### src/rtl/hzd_pkg.sv
package hzd_pkg;

    localparam int unsigned REG_IDX_W = 5;
    localparam int unsigned FWD_W     = 2;
    localparam int unsigned NUM_SRC   = 2;

    typedef logic [REG_IDX_W-1:0] reg_idx_t;

    typedef enum logic [FWD_W-1:0] {
        FWD_RF  = 2'b00,
        FWD_MEM = 2'b01,
        FWD_WB  = 2'b10
    } fwd_sel_e;

    typedef struct packed {
        reg_idx_t dst;
        logic     wr;
        logic     ld;
    } wr_info_t;

    function automatic logic writes_reg(input wr_info_t w, input reg_idx_t r);
        return w.wr && (w.dst != '0) && (w.dst == r);
    endfunction

endpackage

### src/rtl/hzd_src_track.sv
module hzd_src_track
    import hzd_pkg::*;
#(
    parameter int unsigned NSRC = NUM_SRC
) (
    input  logic                 clk,
    input  logic                 rst,
    input  logic                 hold,
    input  reg_idx_t [NSRC-1:0]  dec_src,
    output logic                 ex_vld,
    output reg_idx_t [NSRC-1:0]  ex_src
);

    always_ff @(posedge clk) begin
        if (rst) begin
            ex_vld <= 1'b0;
        end else begin
            ex_vld <= !hold;
        end
    end

    for (genvar i = 0; i < NSRC; i++) begin : g_src
        always_ff @(posedge clk) begin
            if (rst) begin
                ex_src[i] <= '0;
            end else if (!hold) begin
                ex_src[i] <= dec_src[i];
            end
        end
    end

endmodule

### src/rtl/hzd_fwd_sel.sv
module hzd_fwd_sel
    import hzd_pkg::*;
(
    input  logic     src_vld,
    input  reg_idx_t src,
    input  wr_info_t mem_info,
    input  wr_info_t wb_info,
    output fwd_sel_e sel
);

    always_comb begin
        sel = FWD_RF;
        if (src_vld) begin
            if (writes_reg(mem_info, src) && !mem_info.ld) begin
                sel = FWD_MEM;
            end else if (writes_reg(wb_info, src)) begin
                sel = FWD_WB;
            end
        end
    end

endmodule

### src/rtl/hzd_stall_det.sv
module hzd_stall_det
    import hzd_pkg::*;
#(
    parameter int unsigned NSRC = NUM_SRC
) (
    input  logic                rst,
    input  reg_idx_t [NSRC-1:0] dec_src,
    input  wr_info_t            ex_info,
    input  logic                mem_dacc,
    output logic                hold,
    output logic                kill
);

    logic [NSRC-1:0] src_hit;

    for (genvar i = 0; i < NSRC; i++) begin : g_hit
        assign src_hit[i] = ex_info.ld && writes_reg(ex_info, dec_src[i]);
    end

    logic load_use;
    logic port_busy;

    assign load_use  = |src_hit;
    assign port_busy = mem_dacc;
    assign hold      = !rst && (load_use || port_busy);
    assign kill      = hold;

endmodule

### src/rtl/hazard_fwd_ctrl.sv
module hazard_fwd_ctrl
    import hzd_pkg::*;
#(
    parameter int unsigned RW = REG_IDX_W
) (
    input  logic          clk,
    input  logic          rst,
    input  logic [RW-1:0] dec_src_a,
    input  logic [RW-1:0] dec_src_b,
    input  logic [RW-1:0] ex_dst,
    input  logic          ex_wr,
    input  logic          ex_ld,
    input  logic [RW-1:0] mem_dst,
    input  logic          mem_wr,
    input  logic          mem_ld,
    input  logic          mem_dacc,
    input  logic [RW-1:0] wb_dst,
    input  logic          wb_wr,
    output logic [1:0]    fwd_sel_a,
    output logic [1:0]    fwd_sel_b,
    output logic          hold_fd,
    output logic          kill_ex
);

    reg_idx_t [NUM_SRC-1:0] dec_src;
    reg_idx_t [NUM_SRC-1:0] ex_src;
    fwd_sel_e [NUM_SRC-1:0] sel;
    wr_info_t               ex_info, mem_info, wb_info;
    logic                   ex_vld;
    logic                   hold_w, kill_w;

    assign dec_src[0] = dec_src_a;
    assign dec_src[1] = dec_src_b;
    assign ex_info    = '{dst: ex_dst,  wr: ex_wr,  ld: ex_ld};
    assign mem_info   = '{dst: mem_dst, wr: mem_wr, ld: mem_ld};
    assign wb_info    = '{dst: wb_dst,  wr: wb_wr,  ld: 1'b0};

    hzd_stall_det #(.NSRC(NUM_SRC)) u_stall (
        .rst      (rst),
        .dec_src  (dec_src),
        .ex_info  (ex_info),
        .mem_dacc (mem_dacc),
        .hold     (hold_w),
        .kill     (kill_w)
    );

    hzd_src_track #(.NSRC(NUM_SRC)) u_track (
        .clk     (clk),
        .rst     (rst),
        .hold    (hold_w),
        .dec_src (dec_src),
        .ex_vld  (ex_vld),
        .ex_src  (ex_src)
    );

    for (genvar i = 0; i < NUM_SRC; i++) begin : g_fwd
        hzd_fwd_sel u_sel (
            .src_vld  (ex_vld),
            .src      (ex_src[i]),
            .mem_info (mem_info),
            .wb_info  (wb_info),
            .sel      (sel[i])
        );
    end

    assign fwd_sel_a = sel[0];
    assign fwd_sel_b = sel[1];
    assign hold_fd   = hold_w;
    assign kill_ex   = kill_w;

endmodule

### config.mk
export PLATFORM = sky130hd
export DESIGN_NAME = hazard_fwd_ctrl
export DESIGN_NICKNAME = d
export VERILOG_FILES = /design/src/rtl/hzd_pkg.sv /design/src/rtl/hzd_src_track.sv /design/src/rtl/hzd_fwd_sel.sv /design/src/rtl/hzd_stall_det.sv /design/src/rtl/hazard_fwd_ctrl.sv
export SDC_FILE = /design/constraint.sdc
export NUM_CORES = 1
export LEC_CHECK = 0
export BUFFER_PORTS_ARGS = -buffer_cell sky130_fd_sc_hd__buf_2
export CORE_MARGIN = 8
export CORE_UTILIZATION = 45
export DETAILED_ROUTE_END_ITERATION = 16
export PLACE_DENSITY = 0.73
export SLEW_MARGIN = 25
export SYNTH_ARGS = -nofsm -noshare
export SYNTH_HDL_FRONTEND = slang
export SYNTH_SLANG_ARGS = --single-unit
### constraint.sdc
create_clock -name clk -period 3.9 [get_ports clk]
set_input_delay 0.195 -clock clk [delete_from_list [all_inputs] [get_ports clk]]
set_output_delay 0.195 -clock clk [all_outputs]
set_load 0.005 [all_outputs]
==> flow_metrics.env <==
export IMPL_status="complete, no violations"
export IMPL_numCtsBuffers=3
export IMPL_cpPeakStageDelay_ns=0.67
export IMPL_cts_root_buf="clkbuf_4"
export IMPL_path_cells="buf_2 > or4_1 > o211ai_2 > o21bai_1 > nor2b_1 > buf_2"
export IMPL_setup_violations_final=0
export IMPL_cts_tree="done"
export IMPL_required_ns=3.70
export IMPL_worst_pin_slew_ns=0.8749
export IMPL_drv_slew=0
export IMPL_fmaxAchievable_ghz=0.4591
export IMPL_final_util_pct=53.46
export IMPL_reg2reg_from="u_track.ex_src[4]"
export IMPL_fp_dieW_um=65.21
export IMPL_netlist_area_leader_share_pct=20.21
export IMPL_cp_start_kind="primary input"
export IMPL_viasPerCell=5.707
export IMPL_ys_warn_count=0
export IMPL_cp_common_cell="buf_2"
export IMPL_synth_area_per_cell_sq_um=8.013
export IMPL_hold_start="rst"
export IMPL_drc=0
export IMPL_drive_above_1_share_pct=25.60
export IMPL_r2r_cells=2
export IMPL_synth_cell_type_count=24
export IMPL_leakagePower_nw=0.5704
export IMPL_antenna_found_initial=0
export IMPL_drt_wl_total_um=2913
export IMPL_postSynthCellCount=136
export IMPL_wl_per_cell_um=14.71
export IMPL_drtIter0Drc=47
export IMPL_io_buffers=38
export IMPL_yosysTopAreaCell="dfxtp_1"
export IMPL_synth_edf_count=0
export IMPL_hpwl_um=2254
export IMPL_layout_nets=202
export IMPL_die_h_um=65.21
export IMPL_clock_sinks=11
export IMPL_dieArea_sq_mm=0.004252
export IMPL_drv_cap=0
export IMPL_synth_top_cells_by_count="xor2_1 (24), nand2_1 (20), dfxtp_1 (11)"
export IMPL_slew_headroom_pct=41.67
export IMPL_holdPathStages=2
export IMPL_fin_crit_ns=2.178
export IMPL_clock_latency_ns=0.26
export IMPL_area_delta_synth_final_pct=17.11
export IMPL_fin_crit_sh_pct=55.85
export IMPL_synth_ff_latch_count=11
export IMPL_grt_first_pass_wirelength_um=4816
export IMPL_ir_drop_mv=0.1271
export IMPL_top_level_ports=39
export IMPL_cts_resized=0
export IMPL_clkTransAtPathRegs_ns=0.08
export IMPL_holdBufCountCts=0
export IMPL_finalHoldViolCount=0
export IMPL_rsz0062_at_grt="false"
export IMPL_grt_pass1_vias=1178
export IMPL_postCtsSetupRepairBufs=0
export IMPL_endpoint_kind="primary output"
export IMPL_hold_path_class="primary input to flop"
export IMPL_skew_ns=0
export IMPL_synth_area_top_cells="dfxtp_1 (20%), xor2_1 (19%), a211o_1 (8.0%)"
export IMPL_tns_ns=0
export IMPL_overflow=0
export IMPL_crit_type="primary input to primary output"
export IMPL_pwr_density_cell_mw_per_mm2=253.3
export IMPL_ys_seq_area_share_pct=20.21
export IMPL_coreArea_sq_mm=0.002387
export IMPL_critPathLaunch="ex_dst[1]"
export IMPL_cp_max_fo=21
export IMPL_fillers=249
export IMPL_grt_use_total_pct=13.65
export IMPL_p_total_w=0.0003233
export IMPL_synth_fp_nets=169
export IMPL_via_count=1130
export IMPL_synth_area_sq_mm=0.001090
export IMPL_ys_dominant_reg_cell="dfxtp_1"
export IMPL_cts_buffer_depth=2
export IMPL_ys_async_sr_fraction_pct=0
export IMPL_rows=18
export IMPL_crit_slowest_cell="o211ai_2"
export IMPL_worstPathArrival_ns=1.98
export IMPL_grt_max_degree=33
export IMPL_dr_pass1_iters=4
export IMPL_place_congestion=0.8361
export IMPL_start_util_pct=45.65
export IMPL_antenna_cells=0
export IMPL_h_tree_depth=1
export IMPL_synth_most_common_cell="xor2_1"
export IMPL_ant_nets=0
-- registers in the layout (all words and copies together), names as in the netlist --
register and count:
u_track.ex_vld 1, u_track.ex_src 10
-- per-layer routing --
metal | vias to the layer above | track usage (%) | wire length, um
met2 | 43 | 21.77 | 1283
met5 | - | 0 | 0
met1 | 529 | 17.03 | 1384
met4 | 0 | 6.812 | 29
li1 | 556 | - | -
met3 | 2 | 2.721 | 215
-- power breakdown --
group          internal (W)  switching [W]  total [W]
Clock             0.0000396      0.0000392  0.0000788
Combinational     0.0000522      0.0000539   0.000106
Sequential         0.000124      0.0000147   0.000138
-- worst max-delay path, delay by kind of cell --
kind | cells | cell delay, ns
buf+inv | 2 | 0.27
simple gates | 2 | 0.70
compound gates | 2 | 0.81
-- logic make-up (layout without fill, tap and decap cells) --
group                  after synthesis  count (layout)  share of synthesized area, %
flip-flops                          11              11                         20.21
AO/OA/AOI/OAI                       25              25                         16.76
XOR/XNOR                            30              30                         24.11
AND/OR/NAND/NOR                     60              60                         32.72
buffers and inverters               10              42                         6.199
-- final timing paths --
check	end	slack, ns
setup reg to reg	u_track.ex_src[4]	2.98
hold / removal	u_track.ex_vld	0.39
hold reg to reg	u_track.ex_src[6]	0.71
setup / recovery	hold_fd	1.72
-- layout make-up --
cell class	count	area, sq um	share of cell area (%)
multi-input combinational	115	802.0	62.84
timing repair buffer	38	190.2	14.90
clock buffer	4	26.28	2.059
sequential	11	220.2	17.25
tap	30	37.54	2.941
-- cells in the final DEF (no fill, tap or decap), types with 2 or more instances in the layout --
master,netlist,layout
buf_2,0,38
xor2_1,24,24
nand2_1,20,20
dfxtp_1,11,11
o21ai_1,10,10
nor3b_1,10,10
nor4b_1,10,10
a211o_1,10,10
xnor2_1,6,6
or4_1,5,5
nor4_1,4,4
nor2_1,3,3
clkbuf_4,1,3
nor3_1,2,2
nor2b_1,2,2
nand3_1,2,2
and2_1,2,2
-- per-stage QoR --
step | hold WS, ns | cell area (sq um) | setup slack [ns] | cells
after floorplan | 0.4942 | 1090 | 2.254 | 136
after global placement | 0.6459 | 1250 | 1.773 | 194
after detailed placement | 0.6611 | 1250 | 1.735 | 194
after CTS | 0.3745 | 1276 | 1.730 | 198
after global routing | 0.4298 | 1276 | 1.519 | 198
final | 0.3929 | 1276 | 1.722 | 198
(Power assumes the default switching activity.)
